File: config.mk
export PLATFORM = sky130hd
export DESIGN_NAME = adcif_serial_port
export DESIGN_NICKNAME = d
export VERILOG_FILES = /design/src/rtl/adcif_pkg.sv /design/src/rtl/adcif_sync.sv /design/src/rtl/adcif_conv_timer.sv /design/src/rtl/adcif_cfg_capture.sv /design/src/rtl/adcif_serial_port.sv
export SDC_FILE = /design/constraint.sdc
export NUM_CORES = 1
export LEC_CHECK = 0
export ABC_AREA = 0
export BUFFER_PORTS_ARGS = -buffer_cell sky130_fd_sc_hd__buf_4
export CORE_MARGIN = 4
export CORE_UTILIZATION = 59
export CTS_CLUSTER_SIZE = 10
export DETAILED_ROUTE_END_ITERATION = 8
export PLACE_DENSITY = 0.8
export RECOVER_POWER = 50
export SLEW_MARGIN = 10
export SYNTH_ARGS = -nofsm -noshare
export SYNTH_HDL_FRONTEND = slang
export SYNTH_SLANG_ARGS = --single-unit
File: constraint.sdc
create_clock -name clk -period 5.3 [get_ports clk]
set_input_delay 0.265 -clock clk [delete_from_list [all_inputs] [get_ports clk]]
set_output_delay 0.265 -clock clk [all_outputs]
set_load 0.1 [all_outputs]
File: src/rtl/adcif_pkg.sv
package adcif_pkg;
  localparam int ADDR_W = 3;
  localparam int OSR_W  = 4;
  // preamble(2) + enable + sgl + odd + addr + osr + twox
  localparam int CFG_W  = 2 + 3 + ADDR_W + OSR_W + 1;
  localparam int FLD_W  = CFG_W - 3;

  typedef enum logic [1:0] {
    ST_CONV  = 2'd0,
    ST_SLEEP = 2'd1,
    ST_FRAME = 2'd2
  } port_state_e;

  typedef struct packed {
    logic              sgl;
    logic              odd;
    logic [ADDR_W-1:0] addr;
    logic [OSR_W-1:0]  osr;
    logic              twox;
  } cfg_t;
endpackage

File: src/rtl/adcif_sync.sv
module adcif_sync #(
  parameter int            W       = 3,
  parameter int            STAGES  = 2,
  parameter logic [W-1:0]  RST_VAL = '0
) (
  input  logic         clk,
  input  logic         rst_n,
  input  logic [W-1:0] d_in,
  output logic [W-1:0] lvl,
  output logic [W-1:0] rise,
  output logic [W-1:0] fall
);
  logic [W-1:0] stg_q [STAGES];
  logic [W-1:0] prev_q;

  always_ff @(posedge clk or negedge rst_n) begin
    if (!rst_n) begin
      for (int i = 0; i < STAGES; i++) stg_q[i] <= RST_VAL;
      prev_q <= RST_VAL;
    end else begin
      stg_q[0] <= d_in;
      for (int i = 1; i < STAGES; i++) stg_q[i] <= stg_q[i-1];
      prev_q <= stg_q[STAGES-1];
    end
  end

  assign lvl  = stg_q[STAGES-1];
  assign rise = lvl & ~prev_q;
  assign fall = ~lvl & prev_q;
endmodule

File: src/rtl/adcif_conv_timer.sv
module adcif_conv_timer #(
  parameter int CYCLES = 1000
) (
  input  logic clk,
  input  logic rst_n,
  input  logic start,
  output logic done
);
  localparam int CW = $clog2(CYCLES + 1);
  localparam logic [CW-1:0] LOADV = CW'(CYCLES - 1);

  logic [CW-1:0] cnt_q;

  always_ff @(posedge clk or negedge rst_n) begin
    if (!rst_n)             cnt_q <= LOADV;
    else if (start)         cnt_q <= LOADV;
    else if (cnt_q != '0)   cnt_q <= cnt_q - 1'b1;
  end

  assign done = (cnt_q == '0);
endmodule

File: src/rtl/adcif_cfg_capture.sv
module adcif_cfg_capture
  import adcif_pkg::*;
(
  input  logic clk,
  input  logic rst_n,
  input  logic load,
  input  logic shift_en,
  input  logic sdi,
  input  logic commit,
  output cfg_t cfg
);
  localparam int NW = $clog2(CFG_W + 1);
  localparam logic [NW-1:0] FULL = NW'(CFG_W);

  logic [CFG_W-1:0] sh_q;
  logic [NW-1:0]    n_q;
  cfg_t             cfg_q;
  logic             word_ok;

  always_ff @(posedge clk or negedge rst_n) begin
    if (!rst_n) begin
      sh_q <= '0;
      n_q  <= '0;
    end else if (load) begin
      sh_q <= {{(CFG_W-1){1'b0}}, sdi};
      n_q  <= NW'(1);
    end else if (shift_en && n_q != FULL) begin
      sh_q <= {sh_q[CFG_W-2:0], sdi};
      n_q  <= n_q + 1'b1;
    end
  end

  assign word_ok = (sh_q[CFG_W-1 -: 2] == 2'b10) && sh_q[CFG_W-3];

  always_ff @(posedge clk or negedge rst_n) begin
    if (!rst_n)                  cfg_q <= '0;
    else if (commit && word_ok)  cfg_q <= cfg_t'(sh_q[FLD_W-1:0]);
  end

  assign cfg = cfg_q;
endmodule

File: src/rtl/adcif_serial_port.sv
module adcif_serial_port
  import adcif_pkg::*;
#(
  parameter int  FRAME_BITS  = 32,
  parameter int  CONV_CYCLES = 1000,
  parameter int  SYNC_STAGES = 2,
  localparam int DATA_W      = FRAME_BITS - 2
) (
  input  logic              clk,
  input  logic              rst_n,
  input  logic              cs_n,
  input  logic              sck,
  input  logic              sdi,
  input  logic              res_valid,
  output logic              res_ready,
  input  logic [DATA_W-1:0] res_data,
  output logic              sdo,
  output logic              sdo_oe,
  output logic              busy,
  output logic              cfg_sgl,
  output logic              cfg_odd,
  output logic [ADDR_W-1:0] cfg_addr,
  output logic [OSR_W-1:0]  cfg_osr,
  output logic              cfg_twox
);
  localparam int CNT_W = $clog2(FRAME_BITS);
  localparam logic [CNT_W-1:0] LAST_FALL = CNT_W'(FRAME_BITS - 1);

  // synchronized pins: bit 0 cs_n, bit 1 sck, bit 2 sdi
  logic [2:0] pin_lvl, pin_rise, pin_fall;

  adcif_sync #(.W(3), .STAGES(SYNC_STAGES), .RST_VAL(3'b001)) u_sync (
    .clk   (clk),
    .rst_n (rst_n),
    .d_in  ({sdi, sck, cs_n}),
    .lvl   (pin_lvl),
    .rise  (pin_rise),
    .fall  (pin_fall)
  );

  logic cs_act, sck_rise, sck_fall, sdi_s;
  assign cs_act   = ~pin_lvl[0];
  assign sck_rise = pin_rise[1];
  assign sck_fall = pin_fall[1];
  assign sdi_s    = pin_lvl[2];

  port_state_e       state_q;
  logic [FRAME_BITS-1:0] sh_q;
  logic [DATA_W-1:0] held_q;
  logic [CNT_W-1:0]  fcnt_q;

  logic tmr_done, accept, frame_start, frame_abort, frame_end, in_frame;

  assign in_frame    = (state_q == ST_FRAME);
  assign res_ready   = (state_q == ST_CONV) && tmr_done;
  assign accept      = res_valid && res_ready;
  assign frame_start = (state_q == ST_SLEEP) && cs_act && sck_rise;
  assign frame_abort = in_frame && !cs_act;
  assign frame_end   = in_frame && cs_act && sck_fall && (fcnt_q == LAST_FALL);

  adcif_conv_timer #(.CYCLES(CONV_CYCLES)) u_timer (
    .clk   (clk),
    .rst_n (rst_n),
    .start (frame_end),
    .done  (tmr_done)
  );

  always_ff @(posedge clk or negedge rst_n) begin
    if (!rst_n) begin
      state_q <= ST_CONV;
      sh_q    <= '0;
      held_q  <= '0;
      fcnt_q  <= '0;
    end else begin
      unique case (state_q)
        ST_CONV: begin
          if (accept) begin
            held_q  <= res_data;
            state_q <= ST_SLEEP;
          end
        end
        ST_SLEEP: begin
          if (frame_start) begin
            sh_q    <= {2'b00, held_q};
            fcnt_q  <= '0;
            state_q <= ST_FRAME;
          end
        end
        ST_FRAME: begin
          if (frame_abort) begin
            state_q <= ST_SLEEP;
          end else if (sck_fall) begin
            if (fcnt_q == LAST_FALL) begin
              state_q <= ST_CONV;
            end else begin
              sh_q   <= {sh_q[FRAME_BITS-2:0], 1'b0};
              fcnt_q <= fcnt_q + 1'b1;
            end
          end
        end
        default: state_q <= ST_CONV;
      endcase
    end
  end

  cfg_t cfg;

  adcif_cfg_capture u_cfg (
    .clk      (clk),
    .rst_n    (rst_n),
    .load     (frame_start),
    .shift_en (in_frame && cs_act && sck_rise),
    .sdi      (sdi_s),
    .commit   (frame_end),
    .cfg      (cfg)
  );

  assign busy     = (state_q == ST_CONV);
  assign sdo      = in_frame ? sh_q[FRAME_BITS-1] : busy;
  assign sdo_oe   = cs_act;
  assign cfg_sgl  = cfg.sgl;
  assign cfg_odd  = cfg.odd;
  assign cfg_addr = cfg.addr;
  assign cfg_osr  = cfg.osr;
  assign cfg_twox = cfg.twox;
endmodule

==> impl_metrics.ini, run 1 <==
[clock_tree]
cts-resized-gates = 0
cts_sinks = 113
clock_latency_ps = 510
clockBufferDepth = 2
postCtsHoldBufs = 34
cts_inserted_buffers = 17
cts_setup_buffers = 0
htreeDepth = 4
cts_tree = built
cts.reportedPaths.clkPinSlew_ps = 50
cts-root-buf = clkbuf_8

[cells_and_area]
finalNonFillerCells = 615
fin_nets = 538
num_antenna_cells = 0
drive_above_1_share_pct = 25.5
area_growth_pct = 26.2

[floorplan]
die_w_um = 99.7
start_util_pct = 60.4
die_h_um = 99.7
dieArea_um2 = 9940
core-area_um2 = 8220
core.rowCount = 33
ios = 50

[sta]
period_share_pct = 59.9
setup_slack_ps = 2130
slew_viol_final = 48
final-setup-viol-count = 0
skew_ps = 11.0
worst_slew_pin_slew_ps = 2470
fmax_mhz = 315
holdWs_ps = 350
final.setup.tns_ps = 0
rsz0062_at_grt = no
max_slew_margin_pct = -64.5
finalHoldViolations = 0
min_period_ps = 3170

[synthesis]
synth_most_common_cell = dfrtp_1
synthTopCellsByArea = dfrtp_1, mux2_4, mux2i_1
avgSynthCellArea_um2 = 12.0
synth_ff_type = dfrtp_1
netlist_instances = 414
yosys.area.top_type_share_pct = 51.9
async_flop_share_pct = 100
yosys_warnings = 0
ys_seq_elements = 113
synth.distinct_cells = 45
synth_edf_count = 0
ys_seq_area_share_pct = 57.2
syn_area_um2 = 4960
yosys.area.top_type = dfrtp_1
synth_common_cells = dfrtp_1, nand2_1, o21ai_0
syn-num-nets = 455

[run]
cap_violations = 1

[critical_path]
crit_chain = dlygate4sd3_1, buf_4, clkbuf_1
cpLargestDelayFamily = buffers and inverters
crit_path_max_fanout = 67
required_ps = 5390
critPathBufInv = 3
cp-start-kind = input pin
endpoint_kind = asynchronous set/reset pin
critPathMaxStageDelay_ps = 1820
crit_type = input pin to asynchronous set/reset pin
crit_arrival_ps = 3270
worst_path_max_delay_cell = clkbuf_1

[outcome]
violations = capacitance limit, slew limit
status = finished, violations left

[global_route]
grt-busiest-layer = met2
overflow = 0
use_met1_pct = 27.5
grt_pass1_wl_um = 17500
grt_antenna_before_repair = 0
grt_pass1_vias = 3632
met3_usage_pct = 5.19
grt_use_met2_pct = 38.4
grt_max_degree = 68
grt_usage_pct = 22.5

[pwr]
leakage_nw = 2.99
total_power_mw = 3.15
power_density_nw_per_um2 = 503
ir_drop_mv = 0.285

[min_path]
hold_class = flop to flop

[routing]
postRouteAntennaNets = 0
wirelength_um = 9800
wl_per_cell_um = 15.9
first_iter_violations = 143
num_vias = 3435
drc = 0
drt_pre_antenna_iters = 4
via_per_inst = 5.59

[place]
dp_hpwl_um = 5510
post-place-ws_ps = 2610
place_inst = 549
placement.io_buffers = 49
gp_congestion = 0.806
-- area by class of cell --
class,count,area [µm²]
Tap cell,105,131
Clock buffer,19,442
Sequential cell,113,2840
Timing Repair Buffer,85,674
Inverter,9,33.8
Fill cell,516,1950
Clock inverter,13,183
Multi-Input combinational cell,271,1960
-- registers in the layout (all words and copies together) (netlist names), 2 cells and up --
| register | cells |
|---|---|
| fcnt_q | 5 |
| held_q | 30 |
| sh_q | 32 |
| state_q | 2 |
| u_cfg.cfg | 10 |
| u_cfg.n_q | 4 |
| u_cfg.sh_q | 13 |
| u_sync.lvl | 3 |
| u_sync.stg_q | 3 |
| u_timer.cnt_q | 10 |
-- metrics by stage --
| stage | area [µm²] | util [%] |
|---|---|---|
| after floorplan | 4960 | - |
| after global placement | 5350 | 65.1 |
| after detailed placement | 5350 | 65.1 |
| after CTS | 6310 | 76.8 |
| after global routing | 6260 | 76.2 |
| final | 6260 | 76.2 |
-- final timing paths --
check                                           from                            to  slack [ps]  cells past startpoint
max                                            rst_n           sh_q[3]$_DFFE_PN0P_        2130                      3
min                        u_sync.stg_q[5]$_DFF_PN0_       u_sync.lvl[2]$_DFF_PN0_         350                      0
max reg2reg                    fcnt_q[0]$_DFFE_PN0P_         fcnt_q[3]$_DFFE_PN0P_        2570                      7
min reg2reg                u_sync.stg_q[5]$_DFF_PN0_       u_sync.lvl[2]$_DFF_PN0_         350                      0
max in group clk               fcnt_q[0]$_DFFE_PN0P_         fcnt_q[3]$_DFFE_PN0P_        2570                      7
min in group asynchronous                      rst_n  u_timer.cnt_q[3]$_DFFE_PN0P_         390                      2
-- worst register-to-register path, cell delays in order, from the launching register on --
cell and delay [ps]:
dfrtp_1 400, ha_1 220, and3_1 200, ha_1 200, or3_1 400, o2bb2a_2 610, or3_1 490, a21oi_1 140
-- cell usage in the layout (no fill, tap or decap), types with 3 or more instances in the layout --
master	synthesis	routed
o21ai_0	35	35
clkbuf_4	0	3
bufinv_16	0	4
dfstp_2	10	10
buf_4	0	35
mux2_2	11	11
nor2_1	7	7
dfrtp_1	103	103
dlygate4sd3_1	0	34
clkbuf_1	13	13
and3_1	3	3
nand3_1	24	24
clkbuf_8	0	3
nand2_1	74	74
clkinvlp_4	0	4
xnor2_1	3	3
clkinv_2	0	3
inv_1	9	9
or3_1	5	5
nor3_1	3	3
mux2i_1	31	31
ha_1	5	5
mux2_4	29	29
clkbuf_16	0	16
a21oi_1	10	10
-- report_power, final --
| group | internal (mW) | switching, mW |
|---|---|---|
| sequential | 1.11 | 0.168 |
| combinational | 0.348 | 0.338 |
| clock | 0.788 | 0.402 |
-- kinds of logic after synthesis --
| group | after synthesis | share of synthesized area [%] |
|---|---|---|
| AO/OA/AOI/OAI | 57 | 6.56 |
| XOR/XNOR | 3 | 0.530 |
| adder cells (fa/ha/maj) | 5 | 1.26 |
| buffers and inverters | 30 | 3.43 |
| flip-flops | 113 | 57.2 |
| multiplexers | 71 | 17.5 |
| AND/OR/NAND/NOR | 135 | 13.5 |
-- per-layer routing --
layer | share of wire, % | up-vias | wire length, µm
li1 | - | 1604 | -
met1 | 41 | 1731 | 4050
met2 | 53 | 85 | 5220
met3 | 3.8 | 15 | 370
met4 | 1.7 | 0 | 164
met5 | 0 | - | 0
(Power assumes the default switching activity.)
==> inputs of run 2 (changes only) <==
- clock period: 5.3 -> 3.3 ns (I/O delays scaled with it)
==> run 2 against run 1 <==
Against the previous run:
- combinational power up 60%
- die area unchanged
- critical path type is now flop to flop
- worst setup slack got worse by 1400 ps
- cell count is 0.16% higher
- sequential power rose by 60%
- the flow still finishes with violations (capacitance limit, slew limit)
- largest cell class unchanged
==> impl_metrics.ini, run 2 (synthesis gave the netlist of run 1 again) <==
[outcome]
status = finished, violations left
violations = capacitance limit, slew limit

[critical_path]
reg2reg_depth = 6
rr_endpoint = held_q[8]$_DFFE_PN0P_
crit_path_max_fanout = 31
cp-start-kind = flop
r2r_slack_ps = 760
crit_type = flop to flop
required_ps = 3690
reg2reg_from = u_timer.cnt_q[0]$_DFFE_PN1P_
endpoint_kind = flop
crit_arrival_ps = 2930

[place]
placement.io_buffers = 49
dp_hpwl_um = 5700
place_inst = 550
placed_area_um2 = 5370
gp_congestion = 0.814

[cells_and_area]
top_regs = sh_q x32, held_q x30, u_cfg.sh_q x13
num_antenna_cells = 0
finalNonFillerCells = 616
largest_reg_flops = 32
drive_above_1_share_pct = 27.6
final_cell_mix = dfrtp_1, nand2_1, buf_4
design_area_um2 = 6350
final_common_cell = dfrtp_1
largest-register = sh_q
fin_nets = 539
area_growth_pct = 27.9

[global_route]
grt_pass1_wl_um = 17200
grt_pass1_vias = 3640
grt_antenna_before_repair = 0
overflow = 0
grt_usage_pct = 22.3
grt_max_degree = 77

[routing]
wirelength_um = 9830
postRouteAntennaNets = 0
drc = 0
num_vias = 3418
wl_per_cell_um = 16.0
drt_pre_antenna_iters = 4
first_iter_violations = 161
via_per_inst = 5.55

[clock_tree]
cts_sinks = 113
clock_latency_ps = 510
clockBufferDepth = 2
cts.reportedPaths.clkPinSlew_ps = 50
cts_tree = built
cts-root-buf = clkbuf_8
cts_inserted_buffers = 17
htreeDepth = 4

[min_path]
hold_path.startpoint = sck
hold_class = input pin to flop
whs_endpoint = u_sync.stg_q[4]$_DFF_PN0_
hold_depth = 2

[floorplan]
start_util_pct = 60.4
ios = 50
die_h_um = 99.7
dieArea_um2 = 9940
core-area_um2 = 8220
core.rowCount = 33
die_w_um = 99.7

[sta]
rsz0062_at_grt = no
period_share_pct = 77.1
fmax_mhz = 393
final.setup.tns_ps = 0
final-setup-viol-count = 0
worst_slew_pin_slew_ps = 2070
slew_viol_final = 38
min_period_ps = 2540
skew_ps = 7.57
finalHoldViolations = 0
max_slew_margin_pct = -37.8

[run]
cap_violations = 1

[pwr]
leakage_nw = 3.06
power_density_nw_per_um2 = 805
ir_drop_mv = 0.477
[run 2: cell types whose count changed in the layout (fill, tap and decap cells not counted)]
cell        delta
inv_6          -2
clkbuf_1      -10
bufinv_16      +1
buf_12         +1
clkinvlp_4     -2
buf_4         +12
clkbuf_8       +1
[run 2: worst max path at each step]
stage,cells past startpoint,slack (ps),from,end
floorplan,5,40,u_timer.cnt_q[0]$_DFFE_PN1P_,res_ready
global placement,6,870,u_timer.cnt_q[0]$_DFFE_PN1P_,held_q[5]$_DFFE_PN0P_
detailed placement,6,770,u_timer.cnt_q[0]$_DFFE_PN1P_,held_q[6]$_DFFE_PN0P_
CTS,6,720,u_timer.cnt_q[0]$_DFFE_PN1P_,held_q[2]$_DFFE_PN0P_
global route,6,600,u_timer.cnt_q[0]$_DFFE_PN1P_,held_q[19]$_DFFE_PN0P_
finish,6,760,u_timer.cnt_q[0]$_DFFE_PN1P_,held_q[8]$_DFFE_PN0P_
[run 2: report_power, final]
part	switching, mW	internal [mW]	total (mW)
Clock	0.600	1.36	1.96
Sequential	0.274	1.78	2.05
Combinational	0.530	0.569	1.10
Total	1.40	3.71	5.11
[run 2: cell type report]
class,instances,area [µm²]
Sequential cell,113,2840
Multi-Input combinational cell,271,1960
Fill cell,492,1870
Timing Repair Buffer,86,739
Clock buffer,22,463
Clock inverter,10,180
Tap cell,105,131
Inverter,9,33.8
[run 2: what timing repair did]
action / in CTS / in global routing
setup endpoints to repair: 0 / 0
gates resized for setup: 0 / 0
setup buffers: 0 / 0
hold buffers: 34 / 0
hold endpoints to repair: 70 / 0
[run 2: critical path: stages (launching register included)]
cell and delay [ps]:
dfstp_2 390, inv_1 60, ha_1 180, nor3b_2 390, nand3_4 160, or4b_4 830, mux2_4 390
[run 2: metrics by stage]
stage                     utilization, %  setup WS [ps]  power, mW  hold slack [ps]
final                               77.3            757       5.11              320
after global placement              65.3            866       3.04              162
after detailed placement            65.3            770       3.11              166
after global routing                77.3            605       5.38              314
after CTS                           77.3            724       5.14              168
after floorplan                        -           39.4       2.87             -131
[run 2: per-layer routing]
layer	track usage [%]	routed length (µm)	share of wire [%]	up-vias
met2	38.1	5300	54	70
met4	9.35	177	1.8	0
met3	6.10	328	3.3	22
li1	-	-	-	1609
met1	26.4	4030	41	1717
met5	0	0	0	-
